==> src/rtl/mbus_pkg.sv <==
package mbus_pkg;

    typedef enum logic {
        BUS_INTEL    = 1'b0,
        BUS_MOTOROLA = 1'b1
    } bus_mode_e;

    // control pins as one bundle, synchronized together
    typedef struct packed {
        logic cs_n;
        logic as_ale;
        logic ds_rd;
        logic rw_wr;
    } bus_pins_t;

    localparam int PIN_COUNT = $bits(bus_pins_t);

endpackage

==> src/rtl/mbus_sync.sv <==
module mbus_sync #(
    parameter int W      = 4,
    parameter int STAGES = 2
) (
    input  logic         clk,
    input  logic         rst_n,
    input  logic [W-1:0] din,
    output logic [W-1:0] dout
);
    localparam int LAST = STAGES - 1;

    typedef struct packed {
        logic [STAGES-1:0][W-1:0] chain;
    } sync_st_t;

    sync_st_t st_d, st_q;

    always_comb begin
        st_d          = st_q;
        st_d.chain[0] = din;
        for (int i = 1; i < STAGES; i++) begin
            st_d.chain[i] = st_q.chain[i-1];
        end
    end

    always_ff @(posedge clk or negedge rst_n) begin
        if (!rst_n) begin
            st_q <= '0;
        end else begin
            st_q <= st_d;
        end
    end

    assign dout = st_q.chain[LAST];

endmodule

==> src/rtl/mbus_addr_latch.sv <==
module mbus_addr_latch #(
    parameter int ADDR_W = 7
) (
    input  logic              clk,
    input  logic              rst_n,
    input  logic              as_s,
    input  logic [ADDR_W-1:0] bus_s,
    output logic [ADDR_W-1:0] addr,
    output logic              addr_valid
);
    typedef struct packed {
        logic [ADDR_W-1:0] addr;
        logic              valid;
        logic              as_prev;
    } latch_st_t;

    latch_st_t st_d, st_q;
    logic      as_rise, as_fall;

    always_comb begin
        as_rise      = as_s && !st_q.as_prev;
        as_fall      = !as_s && st_q.as_prev;
        st_d         = st_q;
        st_d.as_prev = as_s;
        if (as_fall) begin
            st_d.addr  = bus_s;
            st_d.valid = 1'b1;
        end else if (as_rise) begin
            st_d.addr  = '0;
            st_d.valid = 1'b0;
        end
    end

    always_ff @(posedge clk or negedge rst_n) begin
        if (!rst_n) begin
            st_q <= '0;
        end else begin
            st_q <= st_d;
        end
    end

    assign addr       = st_q.addr;
    assign addr_valid = st_q.valid;

    AST_STROBE_FALL_ARMS: assert property (@(posedge clk) disable iff (!rst_n)
        as_fall |=> addr_valid);

    AST_STROBE_RISE_CLEARS: assert property (@(posedge clk) disable iff (!rst_n)
        as_rise |=> (!addr_valid && addr == '0));

endmodule

==> src/rtl/mbus_wr_guard.sv <==
module mbus_wr_guard #(
    parameter int ADDR_W    = 7,
    parameter int DATA_W    = 8,
    parameter int KEEP_ADDR = 10,
    parameter int KEEP_BIT  = 7,
    parameter int LOCK_A    = 12,
    parameter int LOCK_B    = 13
) (
    input  logic [ADDR_W-1:0] addr,
    input  logic [DATA_W-1:0] wdata,
    input  logic [DATA_W-1:0] cur,
    output logic              allow,
    output logic [DATA_W-1:0] wdata_out
);
    localparam logic [ADDR_W-1:0] KEEP_A = ADDR_W'(KEEP_ADDR);
    localparam logic [ADDR_W-1:0] LOCK_0 = ADDR_W'(LOCK_A);
    localparam logic [ADDR_W-1:0] LOCK_1 = ADDR_W'(LOCK_B);

    logic keep_hit;

    assign keep_hit = (addr == KEEP_A);
    assign allow    = (addr != LOCK_0) && (addr != LOCK_1);

    // per-bit merge: protected bit keeps the stored value
    for (genvar b = 0; b < DATA_W; b++) begin : g_merge
        if (b == KEEP_BIT) begin : g_keep
            assign wdata_out[b] = keep_hit ? cur[b] : wdata[b];
        end else begin : g_pass
            assign wdata_out[b] = wdata[b];
        end
    end

endmodule

==> src/rtl/mbus_access_ctrl.sv <==
module mbus_access_ctrl
    import mbus_pkg::*;
#(
    parameter int ADDR_W    = 7,
    parameter int DATA_W    = 8,
    parameter int KEEP_ADDR = 10,
    parameter int KEEP_BIT  = 7,
    parameter int LOCK_A    = 12,
    parameter int LOCK_B    = 13
) (
    input  logic              clk,
    input  logic              rst_n,
    input  logic              mode_mot,
    input  logic              inhibit,
    input  logic              cs_n_s,
    input  logic              ds_s,
    input  logic              rw_s,
    input  logic [DATA_W-1:0] bus_s,
    input  logic [ADDR_W-1:0] addr,
    input  logic              addr_valid,
    input  logic [DATA_W-1:0] mem_rdata,
    output logic [DATA_W-1:0] ad_out,
    output logic              ad_oe,
    output logic              mem_rd,
    output logic              mem_we,
    output logic [DATA_W-1:0] mem_wdata
);
    localparam logic [ADDR_W-1:0] KEEP_A = ADDR_W'(KEEP_ADDR);
    localparam logic [ADDR_W-1:0] LOCK_0 = ADDR_W'(LOCK_A);
    localparam logic [ADDR_W-1:0] LOCK_1 = ADDR_W'(LOCK_B);

    typedef struct packed {
        logic              ds_prev;
        logic              rw_prev;
        logic              oe;
        logic              rd_pulse;
        logic              we;
        logic [DATA_W-1:0] dout;
        logic [DATA_W-1:0] wdata;
    } ctrl_st_t;

    ctrl_st_t          st_d, st_q;
    bus_mode_e         mode;
    logic              ce, rd_win, rd_start, wr_evt;
    logic              ds_fall, rw_rise, wr_ok;
    logic [DATA_W-1:0] wr_data_g;

    mbus_wr_guard #(
        .ADDR_W   (ADDR_W),
        .DATA_W   (DATA_W),
        .KEEP_ADDR(KEEP_ADDR),
        .KEEP_BIT (KEEP_BIT),
        .LOCK_A   (LOCK_A),
        .LOCK_B   (LOCK_B)
    ) u_guard (
        .addr     (addr),
        .wdata    (bus_s),
        .cur      (mem_rdata),
        .allow    (wr_ok),
        .wdata_out(wr_data_g)
    );

    always_comb begin
        mode    = bus_mode_e'(mode_mot);
        ce      = !cs_n_s && !inhibit;
        ds_fall = st_q.ds_prev && !ds_s;
        rw_rise = !st_q.rw_prev && rw_s;

        if (mode == BUS_MOTOROLA) begin
            rd_win = ce && addr_valid && ds_s && rw_s;
            wr_evt = ce && addr_valid && ds_fall && !rw_s;
        end else begin
            rd_win = ce && addr_valid && !ds_s;
            wr_evt = ce && addr_valid && rw_rise;
        end
        rd_start = rd_win && !st_q.oe;

        st_d          = st_q;
        st_d.ds_prev  = ds_s;
        st_d.rw_prev  = rw_s;
        st_d.oe       = rd_win;
        st_d.rd_pulse = rd_start;
        if (rd_start) begin
            st_d.dout = mem_rdata;
        end
        st_d.we = wr_evt && wr_ok;
        if (wr_evt) begin
            st_d.wdata = wr_data_g;
        end
    end

    always_ff @(posedge clk or negedge rst_n) begin
        if (!rst_n) begin
            st_q <= '0;
        end else begin
            st_q <= st_d;
        end
    end

    assign ad_out    = st_q.dout;
    assign ad_oe     = st_q.oe;
    assign mem_rd    = st_q.rd_pulse;
    assign mem_we    = st_q.we;
    assign mem_wdata = st_q.wdata;

    AST_WRITE_ONE_CYCLE: assert property (@(posedge clk) disable iff (!rst_n)
        mem_we |=> !mem_we);

    AST_READ_STROBE_ONE_CYCLE: assert property (@(posedge clk) disable iff (!rst_n)
        mem_rd |=> !mem_rd);

    AST_LOCKED_NEVER_WRITTEN: assert property (@(posedge clk) disable iff (!rst_n)
        mem_we |-> (addr != LOCK_0 && addr != LOCK_1));

    AST_KEEP_BIT_PRESERVED: assert property (@(posedge clk) disable iff (!rst_n)
        (mem_we && addr == KEEP_A) |-> (mem_wdata[KEEP_BIT] == mem_rdata[KEEP_BIT]));

    AST_INHIBIT_SILENCES: assert property (@(posedge clk) disable iff (!rst_n)
        $past(inhibit) |-> (!ad_oe && !mem_we));

    AST_DATA_HELD_IN_READ: assert property (@(posedge clk) disable iff (!rst_n)
        (ad_oe && $past(ad_oe)) |-> $stable(ad_out));

endmodule

==> src/rtl/mbus_target.sv <==
module mbus_target
    import mbus_pkg::*;
#(
    parameter int ADDR_W      = 7,
    parameter int DATA_W      = 8,
    parameter int SYNC_STAGES = 2,
    parameter int KEEP_ADDR   = 10,
    parameter int KEEP_BIT    = 7,
    parameter int LOCK_A      = 12,
    parameter int LOCK_B      = 13
) (
    input  logic              clk,
    input  logic              rst_n,
    input  logic              mode_mot,
    input  logic              inhibit,
    input  logic              cs_n,
    input  logic              as_ale,
    input  logic              ds_rd,
    input  logic              rw_wr,
    input  logic [DATA_W-1:0] ad_in,
    output logic [DATA_W-1:0] ad_out,
    output logic              ad_oe,
    output logic [ADDR_W-1:0] mem_addr,
    output logic              mem_rd,
    output logic              mem_we,
    output logic [DATA_W-1:0] mem_wdata,
    input  logic [DATA_W-1:0] mem_rdata
);
    bus_pins_t         pins_raw, pins_s;
    logic [DATA_W-1:0] bus_s;
    logic [ADDR_W-1:0] addr;
    logic              addr_valid;

    assign pins_raw = '{cs_n: cs_n, as_ale: as_ale, ds_rd: ds_rd, rw_wr: rw_wr};

    mbus_sync #(.W(PIN_COUNT), .STAGES(SYNC_STAGES)) u_sync_ctrl (
        .clk  (clk),
        .rst_n(rst_n),
        .din  (pins_raw),
        .dout (pins_s)
    );

    mbus_sync #(.W(DATA_W), .STAGES(SYNC_STAGES)) u_sync_bus (
        .clk  (clk),
        .rst_n(rst_n),
        .din  (ad_in),
        .dout (bus_s)
    );

    mbus_addr_latch #(.ADDR_W(ADDR_W)) u_addr (
        .clk       (clk),
        .rst_n     (rst_n),
        .as_s      (pins_s.as_ale),
        .bus_s     (bus_s[ADDR_W-1:0]),
        .addr      (addr),
        .addr_valid(addr_valid)
    );

    mbus_access_ctrl #(
        .ADDR_W   (ADDR_W),
        .DATA_W   (DATA_W),
        .KEEP_ADDR(KEEP_ADDR),
        .KEEP_BIT (KEEP_BIT),
        .LOCK_A   (LOCK_A),
        .LOCK_B   (LOCK_B)
    ) u_ctrl (
        .clk       (clk),
        .rst_n     (rst_n),
        .mode_mot  (mode_mot),
        .inhibit   (inhibit),
        .cs_n_s    (pins_s.cs_n),
        .ds_s      (pins_s.ds_rd),
        .rw_s      (pins_s.rw_wr),
        .bus_s     (bus_s),
        .addr      (addr),
        .addr_valid(addr_valid),
        .mem_rdata (mem_rdata),
        .ad_out    (ad_out),
        .ad_oe     (ad_oe),
        .mem_rd    (mem_rd),
        .mem_we    (mem_we),
        .mem_wdata (mem_wdata)
    );

    assign mem_addr = addr;

    AST_NO_DRIVE_WITHOUT_SELECT: assert property (@(posedge clk) disable iff (!rst_n)
        ($past(inhibit) || $past(pins_s.cs_n)) |-> !ad_oe);

    AST_NO_WRITE_WITHOUT_SELECT: assert property (@(posedge clk) disable iff (!rst_n)
        $past(pins_s.cs_n) |-> !mem_we);

endmodule

==> config.mk <==
export PLATFORM = sky130hd
export DESIGN_NAME = mbus_target
export DESIGN_NICKNAME = d
export VERILOG_FILES = /design/src/rtl/mbus_pkg.sv /design/src/rtl/mbus_sync.sv /design/src/rtl/mbus_addr_latch.sv /design/src/rtl/mbus_wr_guard.sv /design/src/rtl/mbus_access_ctrl.sv /design/src/rtl/mbus_target.sv
export SDC_FILE = /design/constraint.sdc
export NUM_CORES = 1
export LEC_CHECK = 0
export ABC_CLOCK_PERIOD_IN_PS = 2700
export BUFFER_PORTS_ARGS = -buffer_cell sky130_fd_sc_hd__buf_2
export CAP_MARGIN = 20
export CORE_MARGIN = 2
export CORE_UTILIZATION = 55
export DETAILED_ROUTE_END_ITERATION = 7
export GPL_ROUTABILITY_DRIVEN = 0
export PLACE_DENSITY = 0.82
export SLEW_MARGIN = 20
export SYNTH_ARGS = -nofsm -noshare
export SYNTH_HDL_FRONTEND = slang
export SYNTH_SLANG_ARGS = --single-unit
==> constraint.sdc <==
create_clock -name clk -period 2.7 [get_ports clk]
set_input_delay 0.405 -clock clk [delete_from_list [all_inputs] [get_ports clk]]
set_output_delay 0.405 -clock clk [all_outputs]
set_load 0.05 [all_outputs]
**Word level (Yosys, flattened, before mapping)**

Cells that the tools add are included.

- Shifts and indexed selects: 0
- $lt $le $gt $ge: 0
- Reduce and logical (&&, ||, !) cells: 24
- $add $sub $neg: 0
- Divide/modulo/power cells: 0
- Bitwise operators: 0
- Muxes and demuxes: 5
- Multipliers: 0
- Eq/ne operators: 3

Operator list:

| operator | number |
|---|---|
| two-way mux 8 bit | 2 |
| logical AND 1 bit | 15 |
| != test 7 x 4 -> 1 bit, second input constant | 2 |
| logical NOT 1 bit | 8 |
| equality test 7 x 4 -> 1 bit, second input constant | 1 |
| two-way mux 1 bit | 3 |
| nonzero test 2 bit | 1 |

- Input bits: 24
- Word-level logic and storage cells: 46
- Bits in writable memories: 0
- ROM bits: 0
- Latch bits: 0
- Memories: 0
- Output and inout bits: 26
- Bits in registers: 54

**Depth between registers and ports, before layout**

- Depth after elaboration: 7
- Mapped depth: 5
- Gate-level depth less buffers: 4

**By module**

Synthesis repeated with hierarchy kept, for this count alone.

- Cell total of the unflattened synthesis: 143
- Area, all modules: 2,068.2 um^2

By module, submodules not included:

| module | cells an instance | seq. area each (um^2) | instances | area an instance (um^2) |
|---|---|---|---|---|
| mbus_access_ctrl | 65 | 525.5 | 1 | 947.2 |
| mbus_addr_latch | 42 | 225.2 | 1 | 416.6 |
| mbus_sync at u_sync_bus | 16 | 400.4 | 1 | 400.4 |
| mbus_sync at u_sync_ctrl | 8 | 200.2 | 1 | 200.2 |
| mbus_wr_guard | 12 | 0.0 | 1 | 103.8 |

**Worst setup path after synthesis**

No wires, ideal clock.

- Kind: input to register
- From: input inhibit
- To: register u_ctrl.st_q, in the netlist u_ctrl.ad_out[0]
- Buffers on the path: 1
- Arrival time: 1.273 ns
- Setup time: 0.125 ns
- Data required time: 2.575 ns
- Stages on the path: 4
- Path slack: 1.302 ns
- Cells stage by stage: nor3b_4 > and3b_1 > buf_6 > mux2_4

- Longest elaborated chain between the ends: 7
- Elaborated cells on any way between the ends: 8
- Those cells by class: mux (1); reduce/logical (7)

Ends and longest elaborated chain:

| what | RTL line | text |
|---|---|---|
| start: declaration | mbus_target.sv:15 | `input logic inhibit,` |
| logical NOT 1 bit * | mbus_access_ctrl.sv:65 | `ce = !cs_n_s && !inhibit;` |
| logical AND 1 bit * | mbus_access_ctrl.sv:65 |  |
| logical AND 1 bit * | mbus_access_ctrl.sv:70, mbus_access_ctrl.sv:73 |  |
| logical AND 1 bit (2 in a row) | mbus_access_ctrl.sv:70 | `rd_win = ce && addr_valid && ds_s && rw_s;` |
| two-way mux 1 bit * | mbus_access_ctrl.sv:69 | `if (mode == BUS_MOTOROLA) begin` |
| logical AND 1 bit * | mbus_access_ctrl.sv:76 | `rd_start = rd_win && !st_q.oe;` |
| net u_ctrl.rd_start | mbus_access_ctrl.sv:44 | `logic ce, rd_win, rd_start, wr_evt;` |
| end signal: assignment | mbus_access_ctrl.sv:96 | `st_q <= st_d;` |
| end: declaration | mbus_access_ctrl.sv:42 | `ctrl_st_t st_d, st_q;` |

The timed path passes the listed nets; every way through them passes the cells marked *.
A chain may end at the register's enable or synchronous reset.

**Worst setup path in the final report**

- From: register u_addr.st_q, in the netlist u_addr.addr_valid
- To: register u_ctrl.st_q, in the netlist u_ctrl.ad_out[3]

- Longest elaborated chain between the ends: 5
- Elaborated cells on any way between the ends: 6
- Those cells by class: mux (1); reduce/logical (5)

Ends and longest elaborated chain:

| what | RTL line | text |
|---|---|---|
| start: declaration | mbus_addr_latch.sv:17 | `latch_st_t st_d, st_q;` |
| start signal: assignment | mbus_addr_latch.sv:38 | `st_q <= st_d;` |
| logical AND 1 bit * | mbus_access_ctrl.sv:70, mbus_access_ctrl.sv:73 |  |
| logical AND 1 bit (2 in a row) | mbus_access_ctrl.sv:70 |  |
| two-way mux 1 bit * | mbus_access_ctrl.sv:69 |  |
| logical AND 1 bit * | mbus_access_ctrl.sv:76 |  |

Mark *: on every way between the ends. The rest lies on a longest branch, timed or not.

==> flow_metrics.tcl <==
set metrics [dict create \
    drt-initial-drc-count 62 \
    clkSinkCount 54 \
    cp.required_ns 2.96 \
    layout_common_cells "dfrtp_1 (54), buf_2 (48), mux2_4 (8)" \
    clk_pin_slew_worst_paths_ns 0.13 \
    grt_pass1_vias 1057 \
    postCtsSetupBuffers 0 \
    drc 0 \
    power_leakage_nw 1.12 \
    p_per_area_nw_per_um2 843 \
    grtUsageMet1_pct 18.5 \
    synthFlopType "dfrtp_1" \
    fin_crit_sh_pct 61.5 \
    hold_viol_final 0 \
    root_buffer "clkbuf_4" \
    synth-seq-cells 54 \
    area_delta_synth_final_pct 9.75 \
    port_buffers 49 \
    mappedNetlistNets 152 \
    gr-total-overflow 0 \
    placedCellCount 197 \
    ctsLongestPathBuffers 2 \
    cts_buffers 5 \
    crit_path_max_fanout 9 \
    r2r_cells 3 \
    drive_gt1_share_pct 47.2 \
    clock_latency_ns 0.36 \
    finalSetupViolCount 0 \
    final_common_cell "dfrtp_1" \
    dr_total_vias 985 \
    start_util_pct 58.3 \
    via_per_inst 4.80 \
    n_fill_cell 265 \
    synth.avg_cell_area_um2 15.6 \
    r2r_start "u_addr.addr_valid" \
    dp_hpwl_um 2100 \
    totalWireLength_um 2810 \
    cts_hold_buf 0 \
    grt_antenna_before_repair 0 \
    synth_cell_type_count 24 \
    die_h_um 64.0 \
    end_kind "flip-flop" \
    ctsResizeCount 0 \
    synth_area_um2 1980 \
    max-slew-margin-rel_pct 58.3 \
    grt_pass1_wl_um 4830 \
    boundaryPins 50 \
    antenna_left 0 \
    synth_edf_count 0 \
    num_rows 21 \
    hp-class "input pin to async pin" \
    crit_arrival_ns 1.92 \
    period_needed_ns 1.66 \
    core_um2 3390 \
    yosysSeqAreaShare_pct 68.4 \
    wire_per_inst_um 13.7 \
    rsz0062_at_grt "no" \
    chipWidth_um 64.0 \
    worstMarginPinSlew_ns 0.625 \
    yosysWarnings 0 \
    slew_viol_final 0 \
    tritoncts "built" \
    ir_worst_vdd_v 0.000435 \
    nets 183 \
    register_area_um2 1350 \
    use_met3_pct 6.34 \
    grt_use_met2_pct 26.8 \
    max_cap_viol_count 0 \
    crit_start "u_addr.addr_valid" \
    grt_max_degree 55 \
    critPathKind "flip-flop to flip-flop" \
    grt-busiest-layer "met2" \
    dieArea_um2 4090 \
    fmax_ghz 0.602 \
    grt_use_total_pct 16.0 \
    async_reset_ff_share_pct 100 \
    fin_skew_ns 0.0119 \
    final.setup.tns_ns 0 \
    multiInputGateArea_um2 430 \
    dr.pass1.iters 3 \
    antenna_cells 0 \
    stdcell_count 205 \
    status "complete, no violations" \
    critPathLaunchType "flip-flop" \
    htree_num_levels 2 \
    syn_inst 127 \
]
## cell families (layout without fill, tap and decap cells)
| family | count (synthesis) | after routing | share of synthesized area [%] |
|---|---|---|---|
| flops | 54 | 54 | 68.4 |
| fa+ha+maj | 1 | 1 | 0.633 |
| mux | 16 | 16 | 10.6 |
| simple gates | 17 | 17 | 6.01 |
| buf+inv | 27 | 59 | 9.87 |
| compound gates | 12 | 12 | 4.56 |
## flip-flops by register name (all words and copies together) (netlist names), 2 cells and up
| name | cells |
|---|---|
| u_addr.addr | 7 |
| u_ctrl.ad_out | 8 |
| u_ctrl.mem_wdata | 8 |
| u_ctrl.st_q | 2 |
| u_sync_bus.dout | 8 |
| u_sync_bus.st_d | 8 |
| u_sync_ctrl.dout | 4 |
| u_sync_ctrl.st_d | 4 |
## worst max-delay path, stage by stage, from the launching register on
cell and delay (ns):
dfrtp_1 0.40, nor3b_4 0.26, and3b_1 0.55, mux2_4 0.35
## metal layers
layer	vias up	wire (um)
met5	-	0
met4	0	48
met3	6	179
met2	28	1510
met1	483	1070
li1	468	-
## report_power, final
| group | internal [mW] | total [mW] | switching (mW) | leakage [nW] |
|---|---|---|---|---|
| combinational | 0.136 | 0.468 | 0.332 | 0.410 |
| clock | 0.197 | 0.412 | 0.215 | 0.0395 |
| sequential | 0.899 | 0.948 | 0.0485 | 0.671 |
| total | 1.23 | 1.83 | 0.596 | 1.12 |
## per-stage QoR
| step | hold slack [ns] | total power, mW | util (%) | instance area [um2] | worst slack [ns] |
|---|---|---|---|---|---|
| after detailed placement | 0.335 | 1.44 | 61.7 | 2090 | 0.884 |
| after global routing | 0.0763 | 1.92 | 64.0 | 2170 | 0.961 |
| after floorplan | 0.109 | 1.41 | - | 1980 | 1.30 |
| after global placement | 0.332 | 1.42 | 61.7 | 2090 | 0.982 |
| after CTS | 0.128 | 1.85 | 63.9 | 2170 | 1.04 |
| final | 0.0454 | 1.83 | 64.0 | 2170 | 1.04 |
## final timing paths
check / to / slack [ns]
hold reg to reg: u_sync_bus.dout[3] / 0.36
hold / removal: u_sync_bus.st_d[10] / 0.05
max in group asynchronous: u_sync_ctrl.st_d[4] / 2.23
min in group clk: u_sync_bus.st_d[8] / 0.14
setup / recovery: u_ctrl.ad_out[3] / 1.04
setup reg to reg: u_ctrl.ad_out[3] / 1.04
## final cells by class
type | instances | share of cell area [%]
multi-input combinational | 46 | 19.8
tap | 46 | 2.65
clock buffer | 7 | 2.08
inverter | 2 | 0.346
sequential | 54 | 62.3
clock inverter | 1 | 1.38
timing repair buffer | 49 | 11.4
## synthesized netlist by cell type, types with 2 or more instances
cell,count,area share [%]
a22o_1,4,1.8
dfrtp_1,54,68
nand2_1,7,1.3
mux2_4,8,6.1
mux2_2,7,4.0
inv_1,2,0.38
buf_4,23,8.7
o21ai_0,5,1.3
nand3_1,2,0.51
(Power assumes the default switching activity.)
